[src/rtl/extint_pkg.sv]
package extint_pkg;

  // Strobes and settings handed from the register control to the pin datapath
  typedef struct packed {
    logic edgeMode;
    logic enable;
    logic ackStb;
  } pathCtl_t;

endpackage

[src/rtl/extint_sync.sv]
module extint_sync #(
  parameter int   STAGES    = 2,
  parameter logic RESET_VAL = 1'b1
) (
  input  logic clk,
  input  logic rstN,
  input  logic din,
  output logic dout
);

  logic [STAGES-1:0] chain;

  for (genvar g = 0; g < STAGES; g++) begin : gStage
    if (g == 0) begin : gFirst
      always_ff @(posedge clk or negedge rstN) begin
        if (!rstN) chain[g] <= RESET_VAL;
        else       chain[g] <= din;
      end
    end else begin : gNext
      always_ff @(posedge clk or negedge rstN) begin
        if (!rstN) chain[g] <= RESET_VAL;
        else       chain[g] <= chain[g-1];
      end
    end
  end

  assign dout = chain[STAGES-1];

endmodule

[src/rtl/extint_regs.sv]
module extint_regs
  import extint_pkg::*;
#(
  parameter int                ADDR_W    = 4,
  parameter int                DATA_W    = 8,
  parameter logic [ADDR_W-1:0] CTRL_ADDR = 4'hE,
  parameter int                EDGE_BIT  = 7,
  parameter int                EN_BIT    = 6
) (
  input  logic              clk,
  input  logic              rstN,
  input  logic              specialMode,
  input  logic [ADDR_W-1:0] busAddr,
  input  logic              busWe,
  input  logic [DATA_W-1:0] busWdata,
  output logic [DATA_W-1:0] busRdata,
  input  logic              intAck,
  output pathCtl_t          ctl,
  output logic              locked
);

  localparam logic [ADDR_W-1:0] RSVD_ADDR = CTRL_ADDR - ADDR_W'(1);

  logic edgeSel;
  logic enable;
  logic wrCtrl;
  logic edgeWrOk;
  logic unusedWdata;

  assign wrCtrl      = busWe && (busAddr == CTRL_ADDR);
  assign edgeWrOk    = wrCtrl && (specialMode || !locked);
  assign unusedWdata = ^busWdata;

  always_ff @(posedge clk or negedge rstN) begin
    if (!rstN) begin
      edgeSel <= 1'b0;
      enable  <= 1'b1;
      locked  <= 1'b0;
    end else begin
      if (edgeWrOk) edgeSel <= busWdata[EDGE_BIT];
      if (wrCtrl)   enable  <= busWdata[EN_BIT];
      if (wrCtrl && !specialMode) locked <= 1'b1;
    end
  end

  always_comb begin
    busRdata = '0;
    if (busAddr == CTRL_ADDR) begin
      busRdata[EDGE_BIT] = edgeSel;
      busRdata[EN_BIT]   = enable;
    end else if (busAddr == RSVD_ADDR) begin
      busRdata = '0;
    end
  end

  always_comb begin
    ctl.edgeMode = edgeSel;
    ctl.enable   = enable;
    ctl.ackStb   = intAck;
  end

endmodule

[src/rtl/extint_path.sv]
module extint_path
  import extint_pkg::*;
#(
  parameter int SYNC_STAGES = 2
) (
  input  logic     clk,
  input  logic     rstN,
  input  logic     pinN,
  input  pathCtl_t ctl,
  output logic     irqReq,
  output logic     pending
);

  logic syncPin;
  logic prevPin;
  logic fallSeen;
  logic pendNext;

  extint_sync #(
    .STAGES   (SYNC_STAGES),
    .RESET_VAL(1'b1)
  ) uSync (
    .clk (clk),
    .rstN(rstN),
    .din (pinN),
    .dout(syncPin)
  );

  always_ff @(posedge clk or negedge rstN) begin
    if (!rstN) prevPin <= 1'b1;
    else       prevPin <= syncPin;
  end

  assign fallSeen = prevPin && !syncPin;
  assign pendNext = (ctl.edgeMode && fallSeen) || (pending && !ctl.ackStb);

  always_ff @(posedge clk or negedge rstN) begin
    if (!rstN) pending <= 1'b0;
    else       pending <= pendNext;
  end

  assign irqReq = ctl.enable && (ctl.edgeMode ? pending : !syncPin);

endmodule

[src/rtl/extint_ctrl.sv]
module extint_ctrl
  import extint_pkg::*;
#(
  parameter int                ADDR_W      = 4,
  parameter logic [ADDR_W-1:0] CTRL_ADDR   = 4'hE,
  parameter int                SYNC_STAGES = 2
) (
  input  logic              clk,
  input  logic              rstN,
  input  logic              specialMode,
  input  logic              pinN,
  input  logic [ADDR_W-1:0] busAddr,
  input  logic              busWe,
  input  logic [7:0]        busWdata,
  output logic [7:0]        busRdata,
  input  logic              intAck,
  output logic              irqReq
);

  pathCtl_t pathCtl;
  logic     locked;
  logic     pending;
  logic     edgeModeQ;
  logic     enableQ;

  extint_regs #(
    .ADDR_W   (ADDR_W),
    .DATA_W   (8),
    .CTRL_ADDR(CTRL_ADDR),
    .EDGE_BIT (7),
    .EN_BIT   (6)
  ) uRegs (
    .clk        (clk),
    .rstN       (rstN),
    .specialMode(specialMode),
    .busAddr    (busAddr),
    .busWe      (busWe),
    .busWdata   (busWdata),
    .busRdata   (busRdata),
    .intAck     (intAck),
    .ctl        (pathCtl),
    .locked     (locked)
  );

  extint_path #(
    .SYNC_STAGES(SYNC_STAGES)
  ) uPath (
    .clk    (clk),
    .rstN   (rstN),
    .pinN   (pinN),
    .ctl    (pathCtl),
    .irqReq (irqReq),
    .pending(pending)
  );

  assign edgeModeQ = pathCtl.edgeMode;
  assign enableQ   = pathCtl.enable;

endmodule

[config.mk]
export PLATFORM = sky130hd
export DESIGN_NAME = extint_ctrl
export DESIGN_NICKNAME = d
export VERILOG_FILES = /design/src/rtl/extint_pkg.sv /design/src/rtl/extint_sync.sv /design/src/rtl/extint_regs.sv /design/src/rtl/extint_path.sv /design/src/rtl/extint_ctrl.sv
export SDC_FILE = /design/constraint.sdc
export NUM_CORES = 1
export LEC_CHECK = 0
export CAP_MARGIN = 40
export CORE_AREA = 10 10 47 49
export DETAILED_ROUTE_END_ITERATION = 12
export DIE_AREA = 0 0 57 59
export GPL_TIMING_DRIVEN = 0
export SYNTH_ARGS = -nofsm -noshare
export SYNTH_HDL_FRONTEND = slang
export SYNTH_SLANG_ARGS = --single-unit
[constraint.sdc]
create_clock -name clk -period 1.6 [get_ports clk]
set_clock_uncertainty 0.2 [all_clocks]
set_input_delay 0.4 -clock clk [delete_from_list [all_inputs] [get_ports clk]]
set_output_delay 0.4 -clock clk [all_outputs]
set_load 0.02 [all_outputs]
==> Word-level counts from Yosys, hierarchy flattened <==
Index checks and enable logic that the tools add are counted.
{ "classes": {"eq_ne": 1, "n_mux": 2, "reduce_logical": 13} }
{ "op_table": {"columns": ["op", "count"], "rows": [
  ["logical AND 1 bit", 7],
  ["== test 4 bit (second input constant)", 1],
  ["zero test 1 bit", 4],
  ["logical OR 1 bit", 2],
  ["two-way mux 2 bit", 1],
  ["two-way mux 1 bit", 1]
]} }
{ "word_totals": {"out_inout_bits": 9, "reg_bits": 7, "wordCells": 23} }

==> Logic depth before layout (Yosys ltp) <==
Gate-level depths: netlist (run 1).
{ "logic_depth": {"depth_word": 4, "ltp_mapped": 3, "depth_no_buf": 3} }

==> By module <==
Synthesis (run 1) repeated with hierarchy kept, for this count alone.
{ "hier_totals": {"hier_cells": 32, "hier_area_um2": 361.6} }
{ "modules_own_cells": {"columns": ["module", "seq_area_each_um2", "cells_per_inst", "instances", "area_per_inst_um2"], "rows": [
  ["extint_regs", 76.3, 22, 1, 222.7],
  ["extint_path", 51.3, 8, 1, 86.3],
  ["extint_sync", 52.6, 2, 1, 52.6]
]} }

==> Least setup slack after synthesis (run 1) <==
No wires, ideal clock.
{ "synth_path": {"kind": "input port to output port", "start": "input busAddr[0]", "end": "output busRdata[6]", "slack_ns": 0.094, "arrival_time_ns": 0.906, "t_required_ns": 1.000, "cell_stages": 2, "path_cell_list": "and4b_1 -> and2_1"} }
{ "synth_via": {"elab_chain_cells": 2} }
{ "synth_rtl": {"columns": ["item", "line", "text"], "rows": [
  ["from (decl)", "extint_ctrl.sv:12", "input logic [ADDR_W-1:0] busAddr,"],
  ["== test 4 bit", "extint_regs.sv:48", "if (busAddr == CTRL_ADDR) begin"],
  ["two-way mux 2 bit", "extint_regs.sv:48", null],
  ["to (decl)", "extint_ctrl.sv:15", "output logic [7:0] busRdata,"]
]} }
Every way passes these cells.

==> Worst setup path after layout (run 1) <==
{ "layout_path": {"start": "register uPath.uSync.chain[1], in the netlist uPath.uSync.dout", "end": "output irqReq"} }
{ "layout_via": {"elab_chain_cells": 3} }
{ "layout_rtl": {"columns": ["item", "line", "text"], "rows": [
  ["from (decl)", "extint_sync.sv:11", "logic [STAGES-1:0] chain;"],
  ["from (signal, indexed assignment)", "extint_sync.sv:22", "else chain[g] <= chain[g-1];"],
  ["zero test 1 bit", "extint_path.sv:42", "assign irqReq = ctl.enable && (ctl.edgeMode ? pending : !syncPin);"],
  ["two-way mux 1 bit", "extint_path.sv:42", null],
  ["logical AND 1 bit", "extint_path.sv:42", null],
  ["to (decl)", "extint_ctrl.sv:17", "output logic irqReq"]
]} }
Every way passes these cells.

==> results by group, run 1 <==
Layout
  – Synth-to-layout area growth: 71.4%
  – Commonest cells after routing, fill and taps aside: 11 x buf_4, 7 x clkdlybuf4s50_1, 6 x conb_1
  – Most common cell after layout, fill and taps aside: buf_4
  – Nets@finish: 76
  – Number of diodes: 0
  – Fraction of layout cells with a size suffix above 1: 50.9%
  – Cell Count, Final, Fillers Out: 73

Worst setup path
  – Max stage delay cell, worst path: dfstp_2
  – Worst Setup Path Type: reg2out
  – CP Data Required Time: 1000 ps
  – Crit-path cells: o21ai_1 -> and2_1 -> buf_6
  – Critical path origin: uPath.uSync.dout
  – Reg2reg setup slack: 450 ps
  – Crit path arrival time: 1090 ps
  – CP peak stage delay: 520 ps
  – Crit path to: irqReq
  – R2r startpoint: uRegs.locked
  – Crit-path max FO: 2
  – Cells on worst reg2reg path: 3
  – Worst reg2reg endpoint: uRegs.edgeSel
  – Worst Setup Start Kind: flop
  – CP Capture Type: output pin

Synth
  – Largest family of logic cells by synthesized area: simple AND/OR/NAND/NOR gates
  – Largest cells by area after synthesis: dfstp_2 32%, dfrtp_1 23%, buf_4 14%, mux2_4 9.0%, and2_1 5.6%
  – Mean area per synthesized cell: 11.5 µm²
  – Post-synthesis xor/xnor area fraction: 0%
  – Post-synthesis cell count: 29
  – Biggest area consumer among synthesized cells: dfstp_2
  – Yosys top cell area share: 31.6%
  – Mux cell area share after synthesis: 9.02%
  – Post-Synth Simple-Gate Area: 15.4%
  – Post-synthesis compound-gate area fraction: 5.64%
  – Adder-Cell Fraction of Synth Area: 0%
  – Yosys warns: 0
  – Seq/Total Area, Yosys: 54.1%
  – Netlist cell types: 14
  – Post-Syn Area: 333 µm²
  – Number of synthesized register bits: 7

Floorplan
  – Core area: 1400 µm²
  – FP Rows: 14
  – Die X: 57 µm
  – Die area: 3360 µm²
  – Ports: 27
  – Starting density of the core: 23.7%
  – Die H: 59 µm

Detailed routing
  – Final ANT Viol Nets: 0
  – Drt first pass iters: 4
  – Final WL: 830 µm
  – Starting DRT DRC Count: 4
  – Drt drc: 0
  – Via count: 272
  – Via density: 3.73
  – Drt wl/cell: 11.4 µm

Power and ir drop
  – Leak pwr: 0.284 nW
  – Worst vdd ir: 361 µV
  – Sw frac: 24.9%
  – Combinational Power Share: 25.8%
  – Part of the power in registers: 44.0%
  – Power density cells: 908 nW/µm²
  – Psw: 129 µW
  – Internal: 389 µW
  – Clock power share: 30.2%

Outcome
  – Violated checks: negative setup slack
  – Status: complete, but fails checks

Timing
  – Final Hold Viols: 0
  – Period Utilization, post-route: 105%
  – Fin. max-slew vios: 0
  – Fmax: 0.593 GHz
  – Final Setup Violations: 3
  – Setup_tns: -138 ps
  – RSZ-0062 raised after global routing: true
  – Worst hold margin: 154 ps
  – Tmin final: 1690 ps
  – Setup ws final: -87.6 ps

Place
  – DP Cell Count: 64
  – DP HPWL: 656 µm
  – Final Wtd Congestion: 0.634
  – IO buf count: 14

Clocking
  – Sink Count: 7
  – Clock Latency Late Sink: 240 ps
  – Clock root buffer: clkbuf_4
  – H-tree levels: 1
  – Clock buffer depth: 2
  – Num CTS Buffers: 3
  – CTS tree: done
  – Clk slew on worst S/H paths: 50 ps

Global route
  – Grt total ovfl: 0
  – Initial antenna violation count: 0
  – Number of global-route vias before repair: 285
  – First-pass GRT wire length: 1290 µm
  – Largest net degree at the start of global routing: 8
  – GRT Util Overall: 4.96%

Min path
  – HP Class: reg2reg

Run
  – Max Cap Viol: 0
[critical path, delay by kind of cell, from the launching register on]
family	cells	cell delay, ps
buffers and inverters	1	130
AOI/OAI and AO/OA	1	50
and+or+nand+nor	1	140
DFF	1	520
[what timing repair did]
| action | CTS | global route |
|---|---|---|
| buffers inserted | 2 | 3 |
| pin swaps | 5 | 0 |
| gates resized for setup | 34 | 0 |
| setup endpoints to repair | 3 | 3 |
| hold buffers | 0 | 0 |
[final cells by class]
class	count	area (µm²)
flip-flops and latches	7	180
repair buffers	19	168
inverters	1	3.75
plain buffers	6	45.0
well taps	16	20.0
fillers	160	831
clock buffers	4	26.3
multi-input cells	20	128
[metal layers]
layer | track usage (%) | wire length [µm]
met1 | 4.72 | 288
met2 | 8.06 | 454
met3 | 2.36 | 87
met4 | 4.03 | 0
met5 | 0 | 0
[stage by stage]
stage	utilization (%)	setup WS, ps	total power [mW]	instance area [µm²]
3_3_place_gp	36.5	-857	0.337	512
4_1_cts	39.1	-112	0.513	548
2_1_floorplan	-	94.1	0.290	352
3_5_place_dp	36.5	-846	0.341	512
5_1_grt	40.7	-134	0.553	571
6_report	40.7	-87.6	0.518	571
[power by group through the flow]
stage | clock (mW) | sequential, mW | combinational (mW)
after floorplan | 0 | 0.224 | 0.0664
after global placement | 0 | 0.228 | 0.109
after detailed placement | 0 | 0.230 | 0.112
after CTS | 0.169 | 0.228 | 0.115
after global routing | 0.178 | 0.231 | 0.145
final | 0.156 | 0.228 | 0.134
[cell usage after synthesis (all sizes together)]
library cell	count
nand2b	1
buf	6
and2	3
o21bai	1
nand3	1
nand2	3
o21ai	1
mux2	2
conb	1
dfstp	4
inv	1
dfrtp	3
o22ai	1
and4b	1
[how the worst min path moves through the flow]
stage | start | endpoint | slack (ps) | cells after the start
6_report | uPath.uSync.chain[0] | uPath.uSync.dout | 150 | 0
5_1_grt | uPath.uSync.chain[0] | uPath.uSync.dout | 170 | 0
3_3_place_gp | uPath.uSync.chain[0] | uPath.uSync.dout | 150 | 0
2_1_floorplan | rstN | uPath.pending | -100 | 0
3_5_place_dp | uPath.uSync.chain[0] | uPath.uSync.dout | 150 | 0
4_1_cts | uPath.uSync.chain[0] | uPath.uSync.dout | 150 | 0
[flip-flops by register name, summed over array words and instances (netlist names)]
register	cells
uPath.uSync.chain	1
uPath.pending	1
uRegs.locked	1
uPath.uSync.dout	1
uPath.prevPin	1
uRegs.enable	1
uRegs.edgeSel	1
[cells by family (layout without fill, tap and decap cells)]
kind of cell,Yosys count,in the layout
AOI/OAI and AO/OA,3,3
muxes,2,2
and+or+nand+nor,9,9
buffers and inverters,7,30
DFF,7,7
other,1,6
(Power assumes the default switching activity.)
==> run 2, diff against run 1 <==
--- a/config.mk
+++ b/config.mk
@@ -9,7 +9,7 @@
 export CORE_AREA = 10 10 47 49
 export DETAILED_ROUTE_END_ITERATION = 12
 export DIE_AREA = 0 0 57 59
-export GPL_TIMING_DRIVEN = 0
+export HOLD_SLACK_MARGIN = 0.15
 export SYNTH_ARGS = -nofsm -noshare
 export SYNTH_HDL_FRONTEND = slang
 export SYNTH_SLANG_ARGS = --single-unit
==> run 2 against run 1 <==
The run still ends with negative setup slack left. First-iteration DRC count is 75% lower. Worst hold slack better by 48 ps. Sequential share of layout area up 1.5 points. Setup slack about the same. Wire length is 11% lower. Cell count fell by 6.8%. Maximum frequency about the same. Highest routed layer unchanged.
==> results by group, run 2 (synthesis results as in run 1) <==
Power and ir drop
  – Leak pwr: 0.255 nW
  – Power density cells: 931 nW/µm²
  – Worst vdd ir: 472 µV
  – Total power draw: 506 µW

Place
  – DP HPWL: 620 µm
  – Final Wtd Congestion: 0.638
  – Area after DPL: 497 µm²
  – IO buf count: 14
  – Setup slack at placement: -826 ps
  – DP Cell Count: 62

Min path
  – HP Class: in2async

Clocking
  – Clock buffer depth: 2
  – Clk slew on worst S/H paths: 50 ps
  – CTS tree: done
  – Clock root buffer: clkbuf_4
  – Clock Latency Late Sink: 250 ps
  – Num CTS Buffers: 3
  – H-tree levels: 1
  – Sink Count: 7

Layout
  – Most common cell after layout, fill and taps aside: clkdlybuf4s50_1
  – Filler Cell Count: 161
  – Post-route cell area: 544 µm²
  – Fraction of layout cells with a size suffix above 1: 38.5%
  – Synth-to-layout area growth: 63.5%
  – Cell Count, Final, Fillers Out: 68
  – Commonest cells after routing, fill and taps aside: 7 x clkdlybuf4s50_1, 6 x conb_1, 5 x buf_4
  – Nets@finish: 71
  – Number of diodes: 0

Run
  – Max Cap Viol: 0

Floorplan
  – Die X: 57 µm
  – Starting density of the core: 23.7%
  – Die H: 59 µm
  – Core area: 1400 µm²
  – Ports: 27
  – Die area: 3360 µm²
  – FP Rows: 14

Worst setup path
  – CP Capture Type: output pin
  – Crit-path cells: o21ai_1 -> and2_1 -> buf_6
  – Max stage delay cell, worst path: dfstp_2
  – Worst Setup Path Type: reg2out
  – CP Data Required Time: 1000 ps
  – Worst Setup Start Kind: flop
  – Crit path arrival time: 1090 ps
  – Crit-path max FO: 2
  – CP peak stage delay: 520 ps

Global route
  – Largest net degree at the start of global routing: 8
  – First-pass GRT wire length: 1160 µm
  – Initial antenna violation count: 0
  – Number of global-route vias before repair: 254
  – GRT Util Overall: 4.61%
  – Grt total ovfl: 0

Timing
  – Setup ws final: -87.6 ps
  – Fmax: 0.593 GHz
  – Worst hold margin: 202 ps
  – Period Utilization, post-route: 105%
  – Final Hold Viols: 0
  – RSZ-0062 raised after global routing: true
  – Final Setup Violations: 3
  – Fin. max-slew vios: 0
  – Tmin final: 1690 ps

Outcome
  – Violated checks: negative setup slack
  – Status: complete, but fails checks

Detailed routing
  – Final WL: 736 µm
  – Drt drc: 0
  – Final ANT Viol Nets: 0
  – Via density: 3.84
  – Drt first pass iters: 2
  – Drt wl/cell: 10.8 µm
  – Starting DRT DRC Count: 1
  – Via count: 261
run 2: cell count changes in the layout (fill, tap and decap cells not counted), sizes merged:
cell           before  now
buf                18    9
clkdlybuf4s15       0    3
dlygate4sd3         0    1
run 2: repair_timing:
action / 4_1_cts / 5_1_grt
buffers inserted: 1 / 0
hold buffers: 0 / 1
gates cloned: 0 / 0
setup endpoints to repair: 4 / 3
resized for setup: 30 / 0
pin swaps: 5 / 0
endpoints found under the hold margin: 0 / 1
run 2: worst max-delay path, delay by kind of cell (launching register included):
kind,cells,cell delay [ps]
buffers and inverters,1,130
flip-flops,1,520
AO/OA/AOI/OAI,1,50
AND/OR/NAND/NOR,1,140
run 2: worst paths after layout:
| kind | startpoint | to | slack [ps] | cells after the start |
|---|---|---|---|---|
| max in group asynchronous | rstN | uRegs.enable | 710 | 1 |
| setup / recovery | uPath.uSync.dout | irqReq | -90 | 3 |
| hold / removal | rstN | uRegs.edgeSel | 200 | 1 |
| hold reg to reg | uRegs.locked | uRegs.locked | 280 | 1 |
| min in group clk | uRegs.locked | uRegs.locked | 280 | 1 |
| setup reg to reg | uPath.uSync.chain[0] | uPath.uSync.dout | 280 | 1 |
run 2: where the power goes:
group	switching [mW]	internal, mW	total [mW]	leakage, nW
clock network	0.0631	0.0951	0.158	0.0150
registers	0.0158	0.210	0.225	0.0790
logic	0.0460	0.0769	0.123	0.162
total	0.125	0.382	0.506	0.255
run 2: stage by stage:
step | setup TNS (ps) | utilization [%]
floorplan | 0 | -
global placement | -2500 | 35.4
detailed placement | -2560 | 35.4
CTS | -251 | 38.1
global route | -353 | 38.8
finish | -192 | 38.8
run 2: final cells by class:
type	instances	area, µm²	share of cell area, %
Timing Repair Buffer	20	186	34.3
Multi-Input combinational cell	20	128	23.4
Clock buffer	4	26.3	4.83
Tap cell	16	20.0	3.68
Sequential cell	7	180	33.1
Inverter	1	3.75	0.690
run 2: metal layers:
layer / vias to the layer above / wire length [µm] / global-route usage [%]
met5: - / 0 / 0
met4: 0 / 0 / 3.02
met3: 0 / 95 / 4.51
met2: 12 / 382 / 6.82
met1: 121 / 258 / 3.87
li1: 128 / - / -
